### src/rtl/ofdm_timer_pkg.sv
package ofdm_timer_pkg;

    typedef enum logic [1:0] {
        SS_OFF_FRAME = 2'd0,
        SS_GAP       = 2'd1,
        SS_BLOCK     = 2'd2
    } ss_state_e;

    // Start symbol of block k inside a frame: blocks come in pairs, the
    // pairs sit in successive slots, alternating offsets 4 and 2 within
    // the slot, with the second block of each pair four symbols later.
    function automatic int unsigned blk_start(int unsigned k, int unsigned sps);
        int unsigned pair;
        pair = k >> 1;
        return pair * sps + (((pair & 1) != 0) ? 2 : 4) + 4 * (k & 1);
    endfunction

endpackage

### src/rtl/ofdm_wrap_counter.sv
module ofdm_wrap_counter #(
    parameter int W = 4
) (
    input  logic         clk,
    input  logic         rst_n,
    input  logic         inc,
    input  logic [W-1:0] last,
    output logic [W-1:0] cnt,
    output logic         wrap
);

    // ">=" keeps a count that sits above a freshly lowered limit from
    // running through the whole range before it wraps.
    assign wrap = inc && (cnt >= last);

    always_ff @(posedge clk or negedge rst_n) begin
        if (!rst_n) begin
            cnt <= '0;
        end else if (inc) begin
            if (cnt >= last) cnt <= '0;
            else             cnt <= cnt + 1'b1;
        end
    end

endmodule

### src/rtl/ofdm_count_chain.sv
module ofdm_count_chain #(
    parameter int SAMPLE_W   = 12,
    parameter int SPS        = 14,
    parameter int SLOTS      = 2,
    parameter int SFS        = 10,
    parameter int NUM_FRAMES = 1024,
    parameter int SYM_W      = 4,
    parameter int SLOT_W     = 1,
    parameter int SF_W       = 4,
    parameter int FRAME_W    = 10
) (
    input  logic                clk,
    input  logic                rst_n,
    input  logic                en,
    input  logic [SAMPLE_W-1:0] sym_len,
    output logic [SAMPLE_W-1:0] sample_cnt,
    output logic [SYM_W-1:0]    sym_cnt,
    output logic [SLOT_W-1:0]   slot_cnt,
    output logic [SF_W-1:0]     sf_cnt,
    output logic [FRAME_W-1:0]  frame_cnt,
    output logic [3:0]          ticks,
    output logic                sym_adv,
    output logic                frame_even_nxt
);

    // carry[0]: symbol advance, carry[1]: slot advance,
    // carry[2]: subframe advance, carry[3]: frame advance
    logic [3:0] carry;
    logic       frame_wrap;

    ofdm_wrap_counter #(.W(SAMPLE_W)) u_sample (
        .clk   (clk),
        .rst_n (rst_n),
        .inc   (en),
        .last  (sym_len - 1'b1),
        .cnt   (sample_cnt),
        .wrap  (carry[0])
    );

    ofdm_wrap_counter #(.W(SYM_W)) u_sym (
        .clk   (clk),
        .rst_n (rst_n),
        .inc   (carry[0]),
        .last  (SYM_W'(SPS - 1)),
        .cnt   (sym_cnt),
        .wrap  (carry[1])
    );

    ofdm_wrap_counter #(.W(SLOT_W)) u_slot (
        .clk   (clk),
        .rst_n (rst_n),
        .inc   (carry[1]),
        .last  (SLOT_W'(SLOTS - 1)),
        .cnt   (slot_cnt),
        .wrap  (carry[2])
    );

    ofdm_wrap_counter #(.W(SF_W)) u_sf (
        .clk   (clk),
        .rst_n (rst_n),
        .inc   (carry[2]),
        .last  (SF_W'(SFS - 1)),
        .cnt   (sf_cnt),
        .wrap  (carry[3])
    );

    ofdm_wrap_counter #(.W(FRAME_W)) u_frame (
        .clk   (clk),
        .rst_n (rst_n),
        .inc   (carry[3]),
        .last  (FRAME_W'(NUM_FRAMES - 1)),
        .cnt   (frame_cnt),
        .wrap  (frame_wrap)
    );

    assign sym_adv = carry[0];

    // Parity of the frame number after this edge: frame+1 is even when the
    // current frame is odd, and a wrap always lands on frame 0.
    assign frame_even_nxt = carry[3] ? (frame_wrap | frame_cnt[0]) : ~frame_cnt[0];

    // A strobe is high in the first cycle that shows the new unit.
    genvar g;
    generate
        for (g = 0; g < 4; g++) begin : g_tick
            always_ff @(posedge clk or negedge rst_n) begin
                if (!rst_n) ticks[g] <= 1'b0;
                else        ticks[g] <= carry[g];
            end
        end
    endgenerate

endmodule

### src/rtl/ofdm_ss_decoder.sv
module ofdm_ss_decoder
    import ofdm_timer_pkg::*;
#(
    parameter int SPS           = 14,
    parameter int SYM_PER_FRAME = 280,
    parameter int BLOCKS        = 8,
    parameter int BLK_SYMS      = 4,
    parameter int BUF_DEPTH     = 960,
    parameter int FS_W          = 9,
    parameter int IDX_W         = 3,
    parameter int ADDR_W        = 10
) (
    input  logic              clk,
    input  logic              rst_n,
    input  logic              en,
    input  logic              sym_adv,
    input  logic              frame_even_nxt,
    output logic              ss_active,
    output logic [IDX_W-1:0]  ss_idx,
    output logic [ADDR_W-1:0] buf_addr
);

    ss_state_e         state_q, state_n;
    logic [FS_W-1:0]   fsym_q, fsym_n;
    logic [BLOCKS-1:0] hit;
    logic [IDX_W-1:0]  hit_idx;
    logic              any_hit;

    // Frame symbol number after this edge
    always_comb begin
        fsym_n = fsym_q;
        if (sym_adv) begin
            if (fsym_q == FS_W'(SYM_PER_FRAME - 1)) fsym_n = '0;
            else                                     fsym_n = fsym_q + 1'b1;
        end
    end

    // One window comparator per block position
    genvar k;
    generate
        for (k = 0; k < BLOCKS; k++) begin : g_win
            localparam int unsigned ST = blk_start(k, SPS);
            assign hit[k] = (32'(fsym_n) >= ST) && (32'(fsym_n) < ST + BLK_SYMS);
        end
    endgenerate

    assign any_hit = |hit;

    always_comb begin
        hit_idx = '0;
        for (int i = 0; i < BLOCKS; i++) begin
            if (hit[i]) hit_idx = IDX_W'(i);
        end
    end

    // Next-state logic
    always_comb begin
        state_n = state_q;
        unique case (state_q)
            SS_OFF_FRAME: begin
                if (frame_even_nxt) state_n = any_hit ? SS_BLOCK : SS_GAP;   // burst-frame entry
            end
            SS_GAP: begin
                if (!frame_even_nxt) state_n = SS_OFF_FRAME;                 // frame leave
                else if (any_hit)    state_n = SS_BLOCK;                     // block start
            end
            SS_BLOCK: begin
                if (!frame_even_nxt) state_n = SS_OFF_FRAME;                 // frame leave
                else if (!any_hit)   state_n = SS_GAP;                       // block end
            end
            default: state_n = SS_GAP;
        endcase
    end

    // State register (with the frame symbol tracker it walks on)
    always_ff @(posedge clk or negedge rst_n) begin
        if (!rst_n) begin
            state_q <= SS_GAP;
            fsym_q  <= '0;
        end else begin
            state_q <= state_n;
            fsym_q  <= fsym_n;
        end
    end

    // Output register
    always_ff @(posedge clk or negedge rst_n) begin
        if (!rst_n) begin
            ss_idx   <= '0;
            buf_addr <= '0;
        end else if (state_n == SS_BLOCK) begin
            ss_idx <= hit_idx;
            if (state_q != SS_BLOCK || hit_idx != ss_idx) begin
                buf_addr <= '0;                                              // block start / next block
            end else if (en) begin
                if (buf_addr == ADDR_W'(BUF_DEPTH - 1)) buf_addr <= '0;
                else                                    buf_addr <= buf_addr + 1'b1;
            end
        end else begin
            ss_idx   <= '0;
            buf_addr <= '0;
        end
    end

    assign ss_active = (state_q == SS_BLOCK);

endmodule

### src/rtl/ofdm_frame_timer.sv
module ofdm_frame_timer #(
    parameter int SAMPLE_W   = 12,
    parameter int SPS        = 14,
    parameter int SLOTS      = 2,
    parameter int SFS        = 10,
    parameter int NUM_FRAMES = 1024,
    parameter int BLOCKS     = 8,
    parameter int BLK_SYMS   = 4,
    parameter int BUF_DEPTH  = 960,
    localparam int SYM_W         = $clog2(SPS),
    localparam int SLOT_W        = (SLOTS > 1) ? $clog2(SLOTS) : 1,
    localparam int SF_W          = $clog2(SFS),
    localparam int FRAME_W       = $clog2(NUM_FRAMES),
    localparam int SYM_PER_FRAME = SPS * SLOTS * SFS,
    localparam int FS_W          = $clog2(SYM_PER_FRAME),
    localparam int IDX_W         = $clog2(BLOCKS),
    localparam int ADDR_W        = $clog2(BUF_DEPTH)
) (
    input  logic                clk,
    input  logic                rst_n,
    input  logic                en,
    input  logic [SAMPLE_W-1:0] sym_len,
    output logic [SAMPLE_W-1:0] sample_idx,
    output logic [SYM_W-1:0]    sym_idx,
    output logic [SLOT_W-1:0]   slot_idx,
    output logic [SF_W-1:0]     subframe_idx,
    output logic [FRAME_W-1:0]  frame_idx,
    output logic                sym_tick,
    output logic                slot_tick,
    output logic                subframe_tick,
    output logic                frame_tick,
    output logic                first_sym,
    output logic                ss_active,
    output logic [IDX_W-1:0]    ss_idx,
    output logic [ADDR_W-1:0]   buf_addr
);

    logic [3:0] ticks;
    logic       sym_adv;
    logic       frame_even_nxt;

    ofdm_count_chain #(
        .SAMPLE_W   (SAMPLE_W),
        .SPS        (SPS),
        .SLOTS      (SLOTS),
        .SFS        (SFS),
        .NUM_FRAMES (NUM_FRAMES),
        .SYM_W      (SYM_W),
        .SLOT_W     (SLOT_W),
        .SF_W       (SF_W),
        .FRAME_W    (FRAME_W)
    ) u_chain (
        .clk            (clk),
        .rst_n          (rst_n),
        .en             (en),
        .sym_len        (sym_len),
        .sample_cnt     (sample_idx),
        .sym_cnt        (sym_idx),
        .slot_cnt       (slot_idx),
        .sf_cnt         (subframe_idx),
        .frame_cnt      (frame_idx),
        .ticks          (ticks),
        .sym_adv        (sym_adv),
        .frame_even_nxt (frame_even_nxt)
    );

    ofdm_ss_decoder #(
        .SPS           (SPS),
        .SYM_PER_FRAME (SYM_PER_FRAME),
        .BLOCKS        (BLOCKS),
        .BLK_SYMS      (BLK_SYMS),
        .BUF_DEPTH     (BUF_DEPTH),
        .FS_W          (FS_W),
        .IDX_W         (IDX_W),
        .ADDR_W        (ADDR_W)
    ) u_ss (
        .clk            (clk),
        .rst_n          (rst_n),
        .en             (en),
        .sym_adv        (sym_adv),
        .frame_even_nxt (frame_even_nxt),
        .ss_active      (ss_active),
        .ss_idx         (ss_idx),
        .buf_addr       (buf_addr)
    );

    assign sym_tick      = ticks[0];
    assign slot_tick     = ticks[1];
    assign subframe_tick = ticks[2];
    assign frame_tick    = ticks[3];
    assign first_sym     = (sym_idx == '0);

endmodule

### config.mk
export PLATFORM = sky130hd
export DESIGN_NAME = ofdm_frame_timer
export DESIGN_NICKNAME = d
export VERILOG_FILES = /design/src/rtl/ofdm_timer_pkg.sv /design/src/rtl/ofdm_wrap_counter.sv /design/src/rtl/ofdm_count_chain.sv /design/src/rtl/ofdm_ss_decoder.sv /design/src/rtl/ofdm_frame_timer.sv
export SDC_FILE = /design/constraint.sdc
export NUM_CORES = 1
export LEC_CHECK = 0
export BUFFER_PORTS_ARGS = -buffer_cell sky130_fd_sc_hd__buf_4
export CORE_MARGIN = 3
export CORE_UTILIZATION = 57
export CTS_CLUSTER_DIAMETER = 200
export DETAILED_ROUTE_END_ITERATION = 6
export PLACE_DENSITY = 0.93
export SLEW_MARGIN = 20
export SYNTH_ARGS = -nofsm -noshare
export SYNTH_HDL_FRONTEND = slang
export SYNTH_SLANG_ARGS = --single-unit
### constraint.sdc
create_clock -name clk -period 3.9 [get_ports clk]
set_input_delay 0.195 -clock clk [delete_from_list [all_inputs] [get_ports clk]]
set_output_delay 0.195 -clock clk [all_outputs]
set_load 0.01 [all_outputs]
==> metrics.txt, run 1 <==
status=completed; number of port buffers=64; Ports=65; total die area=7830 um2; startpoint types=primary input; crit-path cells=buf_4 > nor3_2 > nand2_1 > or2_2 > nor2_1 > xnor2_1 > ha_1 > nand2_1 > or3_1 > o221a_2 > buf_4 > o31ai_4 > nor2_8 > inv_2 > buf_4 > nand3_1 > o311ai_4 > nand4_4 > nor4_1; DR iter-0 viols=371; Int Pwr=1.232 mW; Synth area leader=dfrtp_1; CTS sink count=between 50 and 60; mux contribution to synthesized area=0.01387; NetSw=roughly 0.6 mW; Gate power share=0.279; DP Area=4641 um2; Synth cell types=just over 60; DRC=0; Post-Route WL=9819 um; Fillers=438; CTS Buf Count=9; Final period util=0.9621; HP Class=in -> reg; crit path launch=sym_len[1]; Die Ht=between 80 and 90 um; Compound-Gate Fraction of Synth Area=0.1839; first-pass GRT wire length=15840 um; Post-Syn Area=3879 um2; Static Leak=2.269 nW; area of the multi-input gates=2320 um2; worst-margin pin slew=0.9055 ns; Hold Path Origin=en; Max Cap Viol=0; drt first pass iters=5; Synth Instances=441; register share of total power=0.427; CTS tree=yes; htree depth=3; Finish-stage setup viols=0; via total after detailed routing=3826; critical setup path kind=in -> reg; largest family of logic cells by synthesized area=simple AND/OR/NAND/NOR gates; Max-slew headroom=0.3908; Worst Setup End Kind=flip-flop; initial antenna violation count=0; syn nets=479; fraction of layout cells with a size suffix above 1=0.2495; XOR/XNOR share of the synthesized area=0.05871; largest net degree at the start of global routing=60; register bit count reported by yosys=between 50 and 60; max-slew violation count=0; crit path max fanout=10; RSZ-0062 raised after global routing=yes; register area=1478 um2; top post-synthesis cells by area=dfrtp_1 (37%), ha_1 (7.4%), nand2_1 (4.5%), o21ai_0 (4.5%), nor2_1 (3.6%); sequential area share after synthesis=0.3810; Clock transition at path regs=0.06 ns; area share of and/or/nand/nor cells after synthesis=0.2516; fmax=266.5 MHz; Critical Path Slowest Stage Cell=o221a_2; global-route usage over all layers=0.2555; Critical Path AT=about 4.0 ns; vias per cell=around 6.2; Synth Area in Adders=0.07419; Design Power=1.845 mW; number of nets with antenna violations after routing=0; VDD IR max=0.3087 mV; Total Nets Final=578; Clock Root Buffer=clkbuf_8; clock network power share=0.294; worst path required time=4.14 ns; Post-DP HPWL=7048 um; PwrDens=376.0 nW/um2; post-route cell area=4907 um2; most used cell, CP=buf_4; Area growth, synth to finish=26.52%; initial core utilization=0.6005; clk buf depth=2; Core ar.=between 6000 and 7000 um2; Placer Congestion=about 0.93; vias in the first global route=3569; setup_tns=0 ns; top cell type's share of synthesized area=0.3742; worst skew pair latency=0.34 ns; Synth Flop Type=dfrtp_1; Avg Inst Size Synth=8.795 um2; yosys warns=0; # rows=29; slowest cell delay on critical path=around 0.39 ns; Tmin final=3.752 ns; clk_skew=0.004644 ns; Hold Vio Cnt, Final=0; Post-synth EDFFs=0; Die Wd=88.49 um; switch share=0.3321; antenna cells=0; Reg2Reg Launch Point=u_chain.u_sample.cnt[3]; GRT overflow=0; WL/cell=15.79 um; Post-synth ARST share=1.000
[flip-flops by register name, indices dropped and copies added (netlist names)]
register              flops
u_chain.u_frame.cnt      10
u_ss.ss_idx               3
u_chain.u_sym.cnt         4
u_chain.ticks             4
u_ss.fsym_q               9
u_chain.u_sf.cnt          4
u_ss.state_q              2
u_ss.buf_addr            10
u_chain.u_slot.cnt        1
u_chain.u_sample.cnt     12
[layer usage]
metal | routed length (um) | up-vias | GRT usage
met5 | 0 | - | 0
met4 | 234 | 0 | 0.1154
met3 | 584 | 29 | 0.05866
met2 | 4867 | 165 | 0.4201
met1 | 4132 | 1816 | 0.3211
li1 | - | 1816 | -
[power by group through the flow]
stage / sequential [mW] / clock, mW / combinational, mW
5_1_grt: 0.799 / 0.578 / 0.566
4_1_cts: 0.783 / 0.553 / 0.494
2_1_floorplan: 0.790 / 0 / 0.269
3_3_place_gp: 0.786 / 0 / 0.460
3_5_place_dp: 0.791 / 0 / 0.485
6_report: 0.788 / 0.542 / 0.515
[stage by stage]
step	util	std cells	setup WS, ns	hold WS (ns)
after detailed placement	0.7185	604	-0.3896	0.2961
after CTS	0.7511	621	0.002206	0.2221
after global placement	0.7185	604	-0.1170	0.2875
final	0.7598	622	0.1479	0.2421
after global routing	0.7598	622	-0.04632	0.2403
after floorplan	-	441	0.03381	-0.1006
[worst paths after layout]
kind,slack [ns],depth (start not counted),end
worst min-delay path,0.24,2,u_chain.u_sample.cnt[0]
worst max register to register,0.39,13,u_ss.buf_addr[2]
min in group asynchronous,0.46,2,u_chain.u_sample.cnt[7]
worst min register to register,0.51,2,u_ss.state_q[0]
max in group asynchronous,2.97,2,u_chain.u_frame.cnt[8]
worst max-delay path,0.15,19,u_ss.buf_addr[2]
[layout make-up]
type / count / area share
Clock buffer: 14 / 0.03111
Sequential cell: 59 / 0.3011
Timing Repair Buffer: 98 / 0.1504
Tap cell: 77 / 0.01963
Inverter: 23 / 0.01785
Multi-Input combinational cell: 349 / 0.4727
Clock inverter: 2 / 0.007139
[critical path, delay by kind of cell]
family / cells / cell delay [ns]
XOR/XNOR: 1 / 0.08
AND/OR/NAND/NOR: 10 / 1.88
adder cells (fa/ha/maj): 1 / 0.29
buffers and inverters: 4 / 0.53
AO/OA/AOI/OAI: 3 / 1.02
[logic make-up (layout without fill, tap and decap cells)]
group | Yosys count | in the layout
mux | 5 | 5
xor+xnor | 26 | 26
compound gates | 104 | 104
fa+ha+maj | 23 | 23
flops | 59 | 59
simple gates | 191 | 191
buf+inv | 33 | 137
[cells in the mapped netlist (3+ instances only)]
| master | instances |
|---|---|
| a211o_1 | 3 |
| a21o_1 | 3 |
| a21oi_1 | 21 |
| a31oi_1 | 5 |
| and2_1 | 5 |
| and3_1 | 13 |
| clkbuf_1 | 5 |
| dfrtp_1 | 58 |
| ha_1 | 23 |
| inv_1 | 18 |
| inv_2 | 3 |
| mux2i_1 | 4 |
| nand2_1 | 47 |
| nand2b_1 | 4 |
| nand3_1 | 27 |
| nand4_1 | 9 |
| nor2_1 | 37 |
| nor2b_1 | 5 |
| nor3_1 | 14 |
| nor4_1 | 18 |
| o211ai_1 | 5 |
| o21ai_0 | 35 |
| o21ai_1 | 3 |
| o31ai_1 | 4 |
| xnor2_1 | 14 |
| xor2_1 | 12 |
[what timing repair did]
action | 4_1_cts | 5_1_grt
hold buffers | 1 | 0
setup endpoints to repair | 1 | 11
pin swaps | 0 | 5
gates resized for setup | 2 | 12
setup buffers | 0 | 1
endpoints found under the hold margin | 58 | 0
[layout by cell type, fill, tap and decap left out, drive strengths merged, types with 4 or more instances in the layout]
cell type  synthesis  layout
buf                5      97
dfrtp             58      58
nand2             47      47
nor2              38      38
o21ai             38      38
nand3             27      27
ha                23      23
a21oi             21      21
inv               21      21
nor4              18      18
xnor2             14      14
nor3              14      14
clkbuf             5      14
and3              13      13
xor2              12      12
nand4             10      10
and2               5       5
o211ai             5       5
nor2b              5       5
a31oi              5       5
o31ai              5       5
mux2i              5       5
nand2b             4       4
(Power assumes the default switching activity.)
==> run 2, diff against run 1 <==
- SETUP_SLACK_MARGIN: default -> 0.02
- clock period: 3.9 -> 3.86 ns (I/O delays scaled with it)
==> run 2 against run 1 <==
First-iteration DRC count fell by 21%. Via count is 4.1% higher. Register-to-register slack got worse by 0.08 ns. Non-clock buffer count grew 9. Routed wire length increased by 8.5%. Count of clock-buffer cells in the layout is 1 lower. Critical path type unchanged. Final cell count up 1.6%. Setup slack got worse by 0.046 ns. Sequential power about the same. Clock power up 11%. Sequential cell count stayed put.
==> metrics.txt, run 2 (synthesized netlist as in run 1, its figures left out) <==
GRT overflow=0 (unchanged); pre-CTS WS=-0.3617 ns (+0.02789 ns); number of nets with antenna violations after routing=0 (unchanged); DR iter-0 viols=294 (-21%); first-pass GRT wire length=16400 um (+3.5%); Total Nets Final=588 (+1.7%); most used cell, CP=buf_4; WL/cell=16.86 um (+6.8%); initial antenna violation count=0 (unchanged); Max Cap Viol=0 (unchanged); DRC=0 (unchanged); worst-margin pin slew=0.9434 ns (+0.03790 ns); HP Class=in -> reg; Hold Vio Cnt, Final=0 (unchanged); Reg2Reg Depth=11 (-2); antenna cells=0 (unchanged); worst path required time=4.09 ns (-0.05 ns); Post-Route WL=10660 um (+8.5%); fraction of layout cells with a size suffix above 1=0.2847 (+0.03514); Critical Path Slowest Stage Cell=o311ai_4; commonest non-fill, non-tap cell in the layout=buf_4; clk buf depth=2 (unchanged); vias in the first global route=3662 (+2.6%); Static Leak=2.351 nW (+3.6%); max-slew violation count=0 (unchanged); largest net degree at the start of global routing=60 (unchanged); initial core utilization=0.6005 (unchanged); hold path depth=3 (+1); setup_tns=0 ns (unchanged); Finish-stage setup viols=0 (unchanged); Die Ht=88.49 um (unchanged); startpoint types=primary input; Critical Path AT=3.99 ns (about the same); Tmin final=3.758 ns; slowest cell delay on critical path=0.38 ns (about the same); crit path max fanout=5 (-5); Die Wd=88.49 um (unchanged); VDD IR max=0.3437 mV (+11%); register area=1478 um2 (unchanged); Placer Congestion=0.9797 (+5.1%); drt first pass iters=4 (-1); post-route cell area=5117 um2 (+4.3%); Max-slew headroom=0.3653 (-0.02550); worst skew pair latency=0.34 ns (about the same); Clock transition at path regs=0.07 ns (about the same); CTS Buf Count=9 (unchanged); Design Power=2.036 mW (+10%); number of port buffers=64 (unchanged); most frequent cells in the layout=buf_4 (104), dfrtp_1 (58), nand2_1 (46), nor2_1 (36), o21ai_0 (35); area of the multi-input gates=2417 um2 (+4.2%); Fillers=404 (-7.8%); Core ar.=6459 um2 (unchanged); max FFs per register=12 (unchanged); DP Area=4691 um2 (+1.1%); PwrDens=397.9 nW/um2 (+5.8%); total die area=7830 um2 (unchanged); status=completed; CTS sink count=59 (unchanged); htree depth=3 (unchanged); Final period util=0.9736; Clock Root Buffer=clkbuf_8; vias per cell=6.301 (+2.4%); crit-path cells=buf_4 > nor3_4 > nand2_2 > or2_2 > nor2_2 > xnor2_1 > ha_1 > nand2_1 > or3_4 > o221a_4 > buf_4 > o31ai_4 > nor2_8 > inv_4 > buf_4 > nand3_1 > o311ai_4 > nand4_4 > nor4_2; Worst Setup End Kind=flip-flop; largest registers=u_chain.u_sample.cnt x12, u_chain.u_frame.cnt x10, u_ss.buf_addr x10; critical setup path kind=in -> reg; clk_skew=0.01006 ns (+0.005413 ns); Top reg by flops=u_chain.u_sample.cnt; global-route usage over all layers=0.2638 (+0.008287); via total after detailed routing=3982 (+4.1%); Post-DP HPWL=7293 um (+3.5%); CTS tree=yes; Ports=65 (unchanged); fmax=266.1 MHz; Area growth, synth to finish=31.94%; setup ws final=0.1018 ns (-0.04603 ns); # rows=29 (unchanged)
## run 2: changes by cell type in the layout (fill, tap and decap cells not counted), moves of 2 or more
cell | before | now
o21ai_1 | 5 | 2
clkbuf_8 | 10 | 12
inv_2 | 4 | 2
buf_4 | 97 | 104
clkinvlp_4 | 0 | 2
clkbuf_1 | 4 | 1
o21ai_0 | 33 | 35
nor4_2 | 3 | 6
nor4_4 | 0 | 3
nor4_1 | 15 | 9
## run 2: through the flow
stage	hold WS, ns	utilization	cells
global placement	0.2894	0.7263	610
finish	0.2512	0.7923	632
detailed placement	0.2999	0.7263	610
floorplan	-0.1026	-	441
CTS	0.2422	0.7619	627
global route	0.2637	0.7923	632
## run 2: layout make-up
cell class | count | share of cell area
clock buffers | 13 | 0.03301
clock inverters | 3 | 0.008802
inverters | 23 | 0.01760
multi-input cells | 350 | 0.4724
flip-flops and latches | 59 | 0.2888
well taps | 77 | 0.01883
repair buffers | 107 | 0.1606
## run 2: worst max-delay path, delay by kind of cell
| family | cells | cell delay [ns] |
|---|---|---|
| fa+ha+maj | 1 | 0.30 |
| simple gates | 10 | 1.89 |
| compound gates | 3 | 1.04 |
| buf+inv | 4 | 0.48 |
| xor+xnor | 1 | 0.07 |
## run 2: where the power goes
part           leakage (nW)  switching [mW]  internal [mW]
clock                 0.102           0.249          0.351
sequential            0.759           0.103          0.687
combinational          1.49           0.340          0.305
## run 2: final timing paths
kind                                               from                       to  slack [ns]
worst max register to register  u_chain.u_sample.cnt[2]         u_ss.buf_addr[0]        0.31
worst min register to register   u_chain.u_frame.cnt[6]   u_chain.u_frame.cnt[6]        0.50
max in group asynchronous                         rst_n          u_ss.state_q[1]        2.91
worst max-delay path                         sym_len[0]         u_ss.buf_addr[0]        0.10
min in group asynchronous                         rst_n  u_chain.u_sample.cnt[6]        0.46
worst min-delay path                                 en  u_chain.u_sample.cnt[1]        0.25
## run 2: layer usage
layer | global-route usage | routed length (um)
met1 | 0.3345 | 4258
met2 | 0.4439 | 5444
met3 | 0.04004 | 693
met4 | 0.1209 | 259
met5 | 0 | 0
## run 2: timing repair
action,CTS,global route
hold buffers,1,0
buffers inserted,0,4
pin swaps,1,9
setup endpoints to repair,2,11
gates resized for setup,1,26
gates cloned,0,1
endpoints found under the hold margin,58,0
==> run 3, diff against run 2 <==
- CORE_ASPECT_RATIO: default -> 1.25
==> run 3 against run 2 <==
Critical path depth is 2 lower. Die area about the same. Via count fell by 1.9%. Final cell count did not move. Combinational power shrank 7.1%. Critical endpoint is now u_ss.buf_addr[5].
==> metrics.txt, run 3 (synthesized netlist as in run 1, its figures left out) <==
Design Power=1.939 mW (-4.8%); Ports=65 (unchanged); Reg2Reg Depth=11 (unchanged); antenna cells=0 (unchanged); DP Area=4656 um2 (-0.75%); Static Leak=2.290 nW (-2.6%); Hold Path Origin=en; total die area=7837 um2 (about the same); DR iter-0 viols=306 (+4.1%); global-route usage over all layers=0.2575 (-0.006304); startpoint types=primary input; worst skew pair latency=0.34 ns (about the same); initial antenna violation count=0 (unchanged); Reg2Reg Launch Point=u_chain.u_sample.cnt[2]; RR Endpoint=u_ss.buf_addr[5]; max FFs per register=12 (unchanged); number of port buffers=64 (unchanged); # rows=33 (+14%); most used cell, CP=nand2_1; CTS tree=yes; number of nets with antenna violations after routing=0 (unchanged); Critical Path Slowest Stage Cell=nor4_1; Post-Route WL=10450 um (-1.9%); CTS Buf Count=9 (unchanged); CTS sink count=59 (unchanged); Top reg by flops=u_chain.u_sample.cnt; largest registers=u_chain.u_sample.cnt x12, u_chain.u_frame.cnt x10, u_ss.buf_addr x10; worst-margin pin slew=0.9122 ns (-0.03125 ns); PwrDens=387.4 nW/um2 (-2.6%); most frequent cells in the layout=buf_4 (95), dfrtp_1 (58), nand2_1 (47), nor2_1 (37), o21ai_0 (34); GRT overflow=0 (unchanged); Final period util=0.9713 (-0.002349); critical setup path kind=in -> reg; Post-Layout Cell Count=632 (unchanged); Clock transition at path regs=0.07 ns (about the same); Worst Setup End Kind=flip-flop; hold endpoint=u_chain.u_sample.cnt[1]; fmax=266.7 MHz (+0.24%); crit path max fanout=9 (+4); Hold Vio Cnt, Final=0 (unchanged); Die Ht=98.23 um (+11%); vias per cell=6.180 (-1.9%); Die Wd=79.78 um (-9.8%); drt first pass iters=5 (+1); DRC=0 (unchanged); clk buf depth=2 (unchanged); crit-path cells=buf_4 > nor3_2 > nand2_1 > or2_2 > nor2_1 > xnor2_1 > ha_1 > nand2_1 > or3_1 > o221a_4 > o21a_4 > o32a_1 > inv_1 > o2111ai_1 > o311ai_4 > nand4_4 > nor4_1; reg-to-reg slack, setup=0.21 ns (-0.10 ns); commonest non-fill, non-tap cell in the layout=buf_4; status=completed; Placed Instances=612 (+0.33%); worst path required time=4.08 ns (about the same); Post-DP HPWL=7153 um (-1.9%); Placer Congestion=0.9145 (-6.7%); Tmin final=3.749 ns (-0.009066 ns); largest net degree at the start of global routing=60 (unchanged); Finish-stage setup viols=0 (unchanged); Critical Path AT=3.97 ns (-0.02 ns); vias in the first global route=3678 (+0.44%); htree depth=3 (unchanged); clk_skew=0.008328 ns (-0.001729 ns); Max-slew headroom=0.3863 (+0.02102); initial core utilization=0.5908 (-0.009729); Max Cap Viol=0 (unchanged); VDD IR max=0.3803 mV (+11%); fraction of layout cells with a size suffix above 1=0.2642 (-0.02046); WL/cell=16.54 um (-1.9%); max-slew violation count=0 (unchanged); slowest cell delay on critical path=0.38 ns (about the same); via total after detailed routing=3906 (-1.9%); Core ar.=6565 um2 (+1.6%); Area growth, synth to finish=29.03%; HP Class=in -> reg; hold path depth=3 (unchanged); Clock Root Buffer=clkbuf_8; Total Nets Final=578 (-1.7%); first-pass GRT wire length=16350 um (-0.34%); hold_ws=0.2428 ns (-0.008422 ns); fin util=0.7623 (-0.02999); post-route cell area=5005 um2 (-2.2%)
[run 3: through the flow]
stage               worst slack [ns]  TNS [ns]
floorplan                    0.06898         0
global placement            -0.02977   -0.2798
detailed placement           -0.2783    -2.081
CTS                           0.1048         0
global route                -0.06486   -0.1944
finish                        0.1109         0
[run 3: per-layer routing]
metal | wire [um] | track usage | up-vias | part of all wire
li1 | - | - | 1808 | -
met1 | 3908 | 0.2988 | 1891 | 0.37
met2 | 5480 | 0.4514 | 164 | 0.52
met3 | 676 | 0.05443 | 43 | 0.065
met4 | 389 | 0.1118 | 0 | 0.037
met5 | 0 | 0 | - | 0
[run 3: repair_timing]
item,in CTS,in global routing
endpoints found under the hold margin,58,0
setup buffers,0,2
hold buffers,1,0
endpoints found under the setup margin,0,10
gates resized for setup,0,20
[run 3: how the worst max path moves through the flow]
stage          depth (start not counted)  slack (ns)               end       start
2_1_floorplan                         17        0.07  u_ss.buf_addr[0]  sym_len[1]
3_3_place_gp                          17       -0.03  u_ss.buf_addr[4]  sym_len[1]
3_5_place_dp                          19       -0.28  u_ss.buf_addr[9]  sym_len[1]
4_1_cts                               19        0.10  u_ss.buf_addr[9]  sym_len[1]
5_1_grt                               17       -0.06  u_ss.buf_addr[3]  sym_len[1]
6_report                              17        0.11  u_ss.buf_addr[5]  sym_len[1]
[run 3: critical path: cells and delay by family]
kind            cells  cell delay (ns)
fa+ha+maj           1             0.29
simple gates        8             1.69
buf+inv             2             0.40
compound gates      5             1.31
xor+xnor            1             0.08
[run 3: layout make-up]
class / instances / area [um2]
multi-input combinational: 350 / 2395
inverter: 23 / 87.58
clock inverter: 7 / 68.82
fill: 444 / 1560
timing repair buffer: 97 / 743.2
clock buffer: 9 / 123.9
tap: 87 / 108.9
sequential: 59 / 1478
[run 3: report_power, final]
part | internal [mW] | leakage (nW) | switching, mW
registers | 0.687 | 0.759 | 0.108
clock network | 0.295 | 0.0950 | 0.250
logic | 0.278 | 1.44 | 0.322
total | 1.26 | 2.29 | 0.679
